[src/rtl/irq_agg_pkg.sv]
package irq_agg_pkg;
  localparam int unsigned STAT_OFF   = 32'h00;
  localparam int unsigned EN_OFF     = 32'h04;
  localparam int unsigned CAUSE_BASE = 32'h10;
  localparam int unsigned DEF_NUM_CH = 32;
  localparam int unsigned DEF_CAUSE_W = 4;
endpackage

[src/rtl/irq_agg_chan.sv]
module irq_agg_chan #(
  parameter int unsigned CAUSE_W = 4
) (
  input  logic               clk_i,
  input  logic               rst_ni,
  input  logic [CAUSE_W-1:0] ev_i,
  input  logic               cause_wr_i,
  input  logic [CAUSE_W-1:0] cause_clr_i,
  input  logic               stat_clr_i,
  output logic [CAUSE_W-1:0] cause_o,
  output logic               stat_o
);
  logic [CAUSE_W-1:0] cause_q, cause_d;
  logic               stat_q, stat_d;
  logic               ev_any;

  assign ev_any = |ev_i;

  always_comb begin
    cause_d = cause_q;
    if (cause_wr_i) cause_d = cause_q & ~cause_clr_i;
    cause_d = cause_d | ev_i;
  end

  // set wins; clear only when cause is empty
  always_comb begin
    stat_d = stat_q;
    if (ev_any) stat_d = 1'b1;
    else if (stat_clr_i && (cause_q == '0)) stat_d = 1'b0;
  end

  always_ff @(posedge clk_i or negedge rst_ni) begin
    if (!rst_ni) begin
      cause_q <= '0;
      stat_q  <= 1'b0;
    end else begin
      cause_q <= cause_d;
      stat_q  <= stat_d;
    end
  end

  assign cause_o = cause_q;
  assign stat_o  = stat_q;

  p_ev_sets_r2: assert property (@(posedge clk_i) disable iff (!rst_ni)
    ev_any |=> (stat_o && ((cause_o & $past(ev_i)) == $past(ev_i))));

  p_cause_clr_r3: assert property (@(posedge clk_i) disable iff (!rst_ni)
    (cause_wr_i && (ev_i == '0)) |=> ((cause_o & $past(cause_clr_i)) == '0));

  p_clr_blocked_r4: assert property (@(posedge clk_i) disable iff (!rst_ni)
    (stat_o && stat_clr_i && (cause_o != '0)) |=> stat_o);

  p_clr_taken_r4: assert property (@(posedge clk_i) disable iff (!rst_ni)
    (stat_clr_i && (cause_o == '0) && !ev_any) |=> !stat_o);

  p_set_wins_r5: assert property (@(posedge clk_i) disable iff (!rst_ni)
    (stat_clr_i && ev_any) |=> stat_o);

  p_stat_hold_r6: assert property (@(posedge clk_i) disable iff (!rst_ni)
    (!ev_any && !stat_clr_i) |=> $stable(stat_o));
endmodule

[src/rtl/irq_agg_regif.sv]
module irq_agg_regif
  import irq_agg_pkg::*;
#(
  parameter int unsigned NUM_CH  = 32,
  parameter int unsigned CAUSE_W = 4,
  parameter int unsigned ADDR_W  = 8,
  parameter int unsigned DATA_W  = 32,
  localparam int unsigned IDX_W  = $clog2(NUM_CH)
) (
  input  logic                      clk_i,
  input  logic                      rst_ni,
  input  logic                      wr_en_i,
  input  logic                      rd_en_i,
  input  logic [ADDR_W-1:0]         addr_i,
  input  logic [DATA_W-1:0]         wdata_i,
  input  logic [NUM_CH-1:0]         stat_i,
  input  logic [NUM_CH*CAUSE_W-1:0] cause_i,
  output logic [NUM_CH-1:0]         en_o,
  output logic [NUM_CH-1:0]         cause_wr_o,
  output logic [CAUSE_W-1:0]        cause_clr_o,
  output logic [NUM_CH-1:0]         stat_clr_o,
  output logic [DATA_W-1:0]         rdata_o
);
  logic              hit_stat, hit_en, hit_cause;
  logic [ADDR_W-1:0] cause_off;
  logic [IDX_W-1:0]  cause_sel;
  logic [NUM_CH-1:0] en_q;
  logic [DATA_W-1:0] rd_val, rdata_q;

  assign hit_stat  = (addr_i == ADDR_W'(STAT_OFF));
  assign hit_en    = (addr_i == ADDR_W'(EN_OFF));
  assign cause_off = addr_i - ADDR_W'(CAUSE_BASE);
  assign hit_cause = (addr_i >= ADDR_W'(CAUSE_BASE)) && (cause_off[1:0] == 2'b00) &&
                     (cause_off[ADDR_W-1:2] < (ADDR_W-2)'(NUM_CH));
  assign cause_sel = cause_off[IDX_W+1:2];

  always_comb begin
    for (int c = 0; c < NUM_CH; c++) begin
      cause_wr_o[c] = wr_en_i && hit_cause && (cause_sel == IDX_W'(c));
    end
  end

  assign cause_clr_o = wdata_i[CAUSE_W-1:0];
  assign stat_clr_o  = (wr_en_i && hit_stat) ? wdata_i[NUM_CH-1:0] : '0;

  always_ff @(posedge clk_i or negedge rst_ni) begin
    if (!rst_ni) en_q <= '0;
    else if (wr_en_i && hit_en) en_q <= wdata_i[NUM_CH-1:0];
  end
  assign en_o = en_q;

  always_comb begin
    rd_val = '0;
    if (hit_stat) rd_val[NUM_CH-1:0] = stat_i;
    else if (hit_en) rd_val[NUM_CH-1:0] = en_q;
    else if (hit_cause) rd_val[CAUSE_W-1:0] = cause_i[cause_sel*CAUSE_W +: CAUSE_W];
  end

  always_ff @(posedge clk_i or negedge rst_ni) begin
    if (!rst_ni) rdata_q <= '0;
    else if (rd_en_i) rdata_q <= rd_val;
  end
  assign rdata_o = rdata_q;

  p_en_write_r6: assert property (@(posedge clk_i) disable iff (!rst_ni)
    (wr_en_i && hit_en) |=> (en_o == $past(wdata_i[NUM_CH-1:0])));

  p_rdata_hold_r9: assert property (@(posedge clk_i) disable iff (!rst_ni)
    !rd_en_i |=> $stable(rdata_o));

  p_one_cause_wr_r3: assert property (@(posedge clk_i) disable iff (!rst_ni)
    $onehot0(cause_wr_o));
endmodule

[src/rtl/irq_agg_prienc.sv]
module irq_agg_prienc #(
  parameter int unsigned N     = 32,
  localparam int unsigned IDX_W = $clog2(N)
) (
  input  logic [N-1:0]     req_i,
  output logic [IDX_W-1:0] idx_o,
  output logic             valid_o
);
  // later iterations override: highest index wins
  always_comb begin
    idx_o   = '0;
    valid_o = 1'b0;
    for (int i = 0; i < N; i++) begin
      if (req_i[i]) begin
        idx_o   = IDX_W'(i);
        valid_o = 1'b1;
      end
    end
  end
endmodule

[src/rtl/irq_cascade_agg.sv]
module irq_cascade_agg
  import irq_agg_pkg::*;
#(
  parameter int unsigned NUM_CH  = DEF_NUM_CH,
  parameter int unsigned CAUSE_W = DEF_CAUSE_W,
  parameter int unsigned ADDR_W  = 8,
  parameter int unsigned DATA_W  = 32,
  localparam int unsigned IDX_W  = $clog2(NUM_CH)
) (
  input  logic                      clk_i,
  input  logic                      rst_ni,
  input  logic [NUM_CH*CAUSE_W-1:0] ev_i,
  input  logic                      wr_en_i,
  input  logic                      rd_en_i,
  input  logic [ADDR_W-1:0]         addr_i,
  input  logic [DATA_W-1:0]         wdata_i,
  output logic [DATA_W-1:0]         rdata_o,
  output logic                      irq_o,
  output logic [IDX_W-1:0]          pend_idx_o,
  output logic                      pend_valid_o
);
  logic [NUM_CH-1:0]         stat, en, pending, cause_wr, stat_clr;
  logic [NUM_CH*CAUSE_W-1:0] cause;
  logic [CAUSE_W-1:0]        cause_clr;

  irq_agg_regif #(
    .NUM_CH(NUM_CH), .CAUSE_W(CAUSE_W), .ADDR_W(ADDR_W), .DATA_W(DATA_W)
  ) u_regif (
    .clk_i, .rst_ni, .wr_en_i, .rd_en_i, .addr_i, .wdata_i,
    .stat_i(stat), .cause_i(cause), .en_o(en), .cause_wr_o(cause_wr),
    .cause_clr_o(cause_clr), .stat_clr_o(stat_clr), .rdata_o
  );

  for (genvar c = 0; c < NUM_CH; c++) begin : g_chan
    irq_agg_chan #(.CAUSE_W(CAUSE_W)) u_chan (
      .clk_i, .rst_ni,
      .ev_i(ev_i[c*CAUSE_W +: CAUSE_W]),
      .cause_wr_i(cause_wr[c]),
      .cause_clr_i(cause_clr),
      .stat_clr_i(stat_clr[c]),
      .cause_o(cause[c*CAUSE_W +: CAUSE_W]),
      .stat_o(stat[c])
    );
  end

  assign pending = stat & en;
  assign irq_o   = |pending;

  irq_agg_prienc #(.N(NUM_CH)) u_enc (
    .req_i(pending), .idx_o(pend_idx_o), .valid_o(pend_valid_o)
  );

  p_irq_valid_r7: assert property (@(posedge clk_i) disable iff (!rst_ni)
    irq_o == pend_valid_o);

  p_idx_hit_r8: assert property (@(posedge clk_i) disable iff (!rst_ni)
    pend_valid_o |-> pending[pend_idx_o]);

  p_idx_top_r8: assert property (@(posedge clk_i) disable iff (!rst_ni)
    pend_valid_o |-> ((pending >> pend_idx_o) == NUM_CH'(1)));
endmodule

[config.mk]
export PLATFORM = sky130hd
export DESIGN_NAME = irq_cascade_agg
export DESIGN_NICKNAME = d
export VERILOG_FILES = /design/src/rtl/irq_agg_pkg.sv /design/src/rtl/irq_agg_chan.sv /design/src/rtl/irq_agg_regif.sv /design/src/rtl/irq_agg_prienc.sv /design/src/rtl/irq_cascade_agg.sv
export SDC_FILE = /design/constraint.sdc
export NUM_CORES = 1
export LEC_CHECK = 0
export BUFFER_PORTS_ARGS = -buffer_cell sky130_fd_sc_hd__buf_2
export CAP_MARGIN = 0
export CORE_MARGIN = 1
export CORE_UTILIZATION = 49
export CTS_BUF_LIST = sky130_fd_sc_hd__clkbuf_4
export CTS_CLUSTER_SIZE = 14
export DETAILED_ROUTE_END_ITERATION = 10
export PLACE_DENSITY = 0.72
export SLEW_MARGIN = 20
export SYNTH_ARGS = -nofsm -noshare
export SYNTH_HDL_FRONTEND = slang
export SYNTH_SLANG_ARGS = --single-unit
[constraint.sdc]
create_clock -name clk_i -period 2.2 [get_ports clk_i]
set_clock_uncertainty 0.15 [all_clocks]
set_input_delay 0.22 -clock clk_i [delete_from_list [all_inputs] [get_ports clk_i]]
set_output_delay 0.22 -clock clk_i [all_outputs]
set_load 0.03 [all_outputs]
**Word level (Yosys, flattened, before mapping)**

Index checks and enable logic that the tools add are counted.

- Add/sub/neg operators: 1
- Multiply operators: 0
- Div/mod/pow operators: 0
- $lt $le $gt $ge: 2
- Eq/ne operators: 32
- Shifts and indexed selects: 1
- Muxes and demuxes: 164
- Bitwise gates (word level): 66
- Reductions and logical operators: 169

Operator list:

| operator | count |
|---|---|
| 4-bit 2-to-1 mux | 42 |
| 4-bit AND | 32 |
| 4-bit logical NOT | 32 |
| 4-bit bitwise OR | 32 |
| 4-bit OR reduction | 32 |
| 128-bit by 8-bit indexed part select with 4-bit output | 1 |
| 1-bit 2-to-1 mux | 97 |
| 5-bit == test, second input constant | 16 |
| 5-bit 2-to-1 mux | 16 |
| 1-bit logical AND | 69 |
| 32-bit 2-to-1 mux | 2 |
| 2-bit nonzero test | 32 |
| 5-bit by 4-bit == test with 1-bit output, second input constant | 8 |
| 32-bit AND | 1 |
| 32-bit OR reduction | 1 |
| 28-bit 2-to-1 mux | 1 |
| 5-bit by 3-bit == test with 1-bit output, second input constant | 4 |
| 3-bit 2-to-1 mux | 4 |
| 5-bit by 2-bit == test with 1-bit output, second input constant | 2 |
| 8-bit by 3-bit == test with 1-bit output, second input constant | 1 |
| 8-bit by 5-bit >= comparator with 1-bit output, second input constant | 1 |
| 8-bit logical NOT | 1 |
| 8-bit by 5-bit subtractor with 8-bit output, second input constant | 1 |
| 6-bit less-than comparator, second input constant | 1 |
| 5 further kinds | 6 |

- Register bits after elaboration: 224
- Latch bits: 0
- RAM bits: 0
- Bits in read-only memories: 0
- Word-level logic and storage cells: 501
- Memories: 0

**Depth between registers and ports, before layout**

- Depth after elaboration: 33
- Mapped depth: 9
- Depth with buffers taken out: 7

**Hierarchy**

Synthesis repeated with hierarchy kept, for this count alone.

- Cell total of the unflattened synthesis: 1114
- Area, all modules: 11354.6 µm²

By module, submodules not included:

| module | instances | cells each | area an instance (µm²) |
|---|---|---|---|
| irq_agg_chan | 32 | 17 | 196.4 |
| irq_agg_regif | 1 | 463 | 4413.0 |
| irq_agg_prienc | 1 | 62 | 357.8 |
| irq_cascade_agg | 1 | 45 | 297.8 |

**Worst setup path after synthesis**

No wires, ideal clock.

- Kind: input port to flip-flop
- Start point: input port addr_i[4]
- End point: register u_regif.rdata_q[1], in the netlist u_regif.rdata_o[1]
- Arrival time: 2134 ps
- Path slack: -216 ps
- Cell stages on the path: 8
- Cell sequence: inv_1 > ha_1 > clkbuf_1 > mux4_2 > nand2_1 > nand2_1 > a221oi_1 > a21oi_1

- Word-level cells in the longest chain between the ends: 6

RTL lines:

| item | line | text |
|---|---|---|
| start, declared | irq_cascade_agg.sv:15 | `input logic [ADDR_W-1:0] addr_i,` |
| branches (longest 5 deep; another with 8-bit by 5-bit subtractor with 8-bit output) | n/a |  |
| 32-bit 2-to-1 mux * | irq_agg_regif.sv:54 | `if (hit_stat) rd_val[NUM_CH-1:0] = stat_i;` |
| end signal, assigned | irq_agg_regif.sv:61 | `else if (rd_en_i) rdata_q <= rd_val;` |
| end, declared | irq_agg_regif.sv:28 | `logic [DATA_W-1:0] rd_val, rdata_q;` |

Mark *: on every way between the ends.
A chain may end at the register's enable or synchronous reset.

**Worst setup path after layout**

- Start point: register u_regif.en_q[23], in the netlist u_regif.en_o[23]
- End point: output port irq_o

- Word-level cells in the longest chain between the ends: 2

RTL lines:

| item | line | text |
|---|---|---|
| start, declared | irq_agg_regif.sv:27 | `logic [NUM_CH-1:0] en_q;` |
| start signal, assigned | irq_agg_regif.sv:48 | `else if (wr_en_i && hit_en) en_q <= wdata_i[NUM_CH-1:0];` |
| 32-bit AND | irq_cascade_agg.sv:46 | `assign pending = stat & en;` |
| 32-bit OR reduction | irq_cascade_agg.sv:47 | `assign irq_o = \|pending;` |
| end, declared | irq_cascade_agg.sv:18 | `output logic irq_o,` |

Every way passes these cells.

==> flow_summary.ini <==
[worst_hold_path]
hold_end = u_regif.rdata_o[2]$_DFFE_PN0P_
hold_start = addr_i[3]
hold_depth = 5
min-delay-path-class = in2reg

[yosys]
synth_top_area_cell = dfrtp_1
synth_nets = 1242
yosysTopAreaCellShare_pct = 50.2
synth_commonest_cells = dfrtp_1, nand2_1, a21o_1, nand3_1, nor4_1
ys_ff_latch = 224
async_reset_ff_share_pct = 100
synth_cell_types = 52
yosys-top-cells-area = dfrtp_1, a21o_1, nand2_1
synth_warnings = 0
synth-seq-area-share_pct = 50.2
synth-edff-count = 0
synthCells = 1065
synthesis.area_sq_mm = 0.0112
ys.flop_type = dfrtp_1
syn_area_per_cell_sq_um = 10.5
yosysMostFrequentCell = dfrtp_1

[power]
power_density_mw_per_mm2 = 578
vdd_drop_max_uv = 458
p_clk_share_pct = 36.8
finalPower_mw = 9.50
intPower_mw = 6.75
p_switching_mw = 2.74
p_leak_nw = 6.38
p_comb_share_pct = 18.4
p_seq_share_pct = 44.8
swShare_pct = 28.9

[sta]
worst_pin_slew_ns = 0.996
maxSlewHeadroom_pct = 33.0
fmax_mhz = 381
final_hold_viol_count = 0
finalSetupViolations = 7
rsz0062_at_grt = yes
fin_tns_setup_ns = -2.20
finalCriticalPeriod_ns = 2.62
fin_ws_ns = -0.424
whs_ns = 0.0873
final_max_slew_viol_count = 0
fin_crit_sh_pct = 119

[drt]
drc = 0
drt_iter0_markers = 1216
num_vias = 11866
wire_per_inst_um = 22.2
routed_wirelength_um = 42900
dr.pass1.iters = 5
vias_per_cell = 6.14
final_antenna_net_count = 0

[floorplanning]
fp.dieW_um = 153
io_pins = 211
start_util_pct = 50.5
fp.coreArea_sq_mm = 0.0221
fp-row-count = 54
die_h_um = 153
die_area_sq_mm = 0.0234

[final_layout]
final_area_sq_mm = 0.0164
register_area_sq_mm = 0.00561
nFillCells = 1474
drive_gt1_share_pct = 32.2
multi_input_area_sq_mm = 0.00533
fin_util_pct = 74.4
syn_to_final_growth_pct = 47.2
fin_cells = 1934
finalNetCount = 1789

[setup_path]
reg2reg_depth = 5
end_kind = output port
path_class = reg2out
crit_required_ns = 1.83
path_max_fanout = 4
r2r_start = g_chan[23].u_chan.cause_o[2]$_DFF_PN0_
crit-reg2reg-capture = g_chan[23].u_chan.stat_o$_DFFE_PN0P_
r2r_slack_ns = 0.14
worstSetupStartpointType = flip-flop
crit_arrival_ns = 2.25

[clock_network]
cts_tree = done
clock_latency_ns = 0.70
cts_inserted_buffers = 58
clock_path_buffers = 3
cts.clk_slew.worst_paths_ns = 0.06
clock_sinks = 224
root_buffer = clkbuf_4
cts_max_level = 2

[global_route]
antenna_found_initial = 5
grt_usage_pct = 36.5
grt_max_degree = 66
grt_pass1_vias = 12113
grt_pass1_wl_um = 65300
overflow = 0

[outcome]
violations = negative setup slack
status = finished, violations left

[placement]
pre_cts_ws_ns = -0.158
gp_congestion = 0.903
place_hpwl_um = 26900
place_inst = 1573
dpl_cell_area_sq_mm = 0.0131
io_buffer_count = 210

[run]
cap_violations = 0
-- state kept, by name, summed over array words and instances (netlist names) --
register and cells:
g_chan.u_chan.cause_o 128, g_chan.u_chan.stat_o 32, u_regif.en_o 32, u_regif.rdata_o 32
-- routing by layer --
metal / global-route usage, % / part of all wire, % / vias to the layer above
met3: 9.27 / 11 / 220
met2: 58.3 / 47 / 864
met4: 21.2 / 5.6 / 0
li1: - / - / 5078
met1: 45.3 / 37 / 5704
met5: 0 / 0 / -
-- layout by cell type (no fill, tap or decap), types with 16 or more instances in the layout --
cell	netlist	routed
dfrtp_1	224	221
dlygate4sd3_1	0	214
buf_2	11	203
nand2_1	197	193
a21o_1	128	128
buf_4	13	108
clkbuf_4	3	88
nand3_1	78	71
nor4_1	66	65
o21ai_0	41	38
a21oi_1	34	34
nor2_1	34	33
mux2_2	32	32
mux4_2	30	30
a22oi_1	36	29
buf_12	0	18
nor3b_1	17	16
-- worst max path at each step --
stage | startpoint | endpoint | slack [ns] | cells past startpoint
2_1_floorplan | addr_i[5] | g_chan[17].u_chan.cause_o[1]$_DFF_PN0_ | 0.01 | 8
3_3_place_gp | addr_i[5] | u_regif.rdata_o[0]$_DFFE_PN0P_ | -0.12 | 9
3_5_place_dp | addr_i[5] | u_regif.rdata_o[1]$_DFFE_PN0P_ | -0.16 | 8
4_1_cts | g_chan[3].u_chan.stat_o$_DFFE_PN0P_ | pend_valid_o | -0.42 | 5
5_1_grt | g_chan[24].u_chan.stat_o$_DFFE_PN0P_ | pend_valid_o | -0.54 | 6
6_report | u_regif.en_o[23]$_DFFE_PN0P_ | irq_o | -0.42 | 6
-- layout make-up --
type                    count  share of cell area (%)
clock buffers              87                    3.98
inverters                   5                   0.114
diodes                      7                   0.107
clock inverters             8                   0.213
well taps                 280                    2.13
repair buffers            551                    26.9
flip-flops and latches    224                    34.1
multi-input cells         772                    32.4
-- timing repair --
| action | 4_1_cts | 5_1_grt |
|---|---|---|
| resized for setup | 33 | 17 |
| hold buffers | 219 | 0 |
| endpoints found under the hold margin | 433 | 0 |
| setup buffers | 11 | 36 |
| pin swaps | 17 | 17 |
| setup endpoints to repair | 7 | 27 |
-- power groups by stage --
stage / clock [mW] / combinational (mW) / sequential (mW)
floorplan: 0 / 0.591 / 4.40
global placement: 0 / 1.32 / 4.32
detailed placement: 0 / 1.33 / 4.32
CTS: 3.51 / 1.66 / 4.25
global route: 3.76 / 1.85 / 4.26
finish: 3.50 / 1.75 / 4.25
-- logic make-up after synthesis --
logic type,Yosys count,synth area share (%)
AND/OR/NAND/NOR,426,18.6
AO/OA/AOI/OAI,269,16.7
flip-flops,224,50.2
multiplexers,70,10.4
buffers and inverters,69,3.25
adder cells (fa/ha/maj),5,0.560
XOR/XNOR,2,0.224
-- critical path, stage by stage (launching register included) --
cell	delay, ns
dfrtp_1	0.43
a22oi_2	0.28
nand3_2	0.13
nor2_2	0.18
nand2_2	0.07
or3_1	0.32
buf_6	0.15
Note: power is estimated with default switching activity, not from simulation.
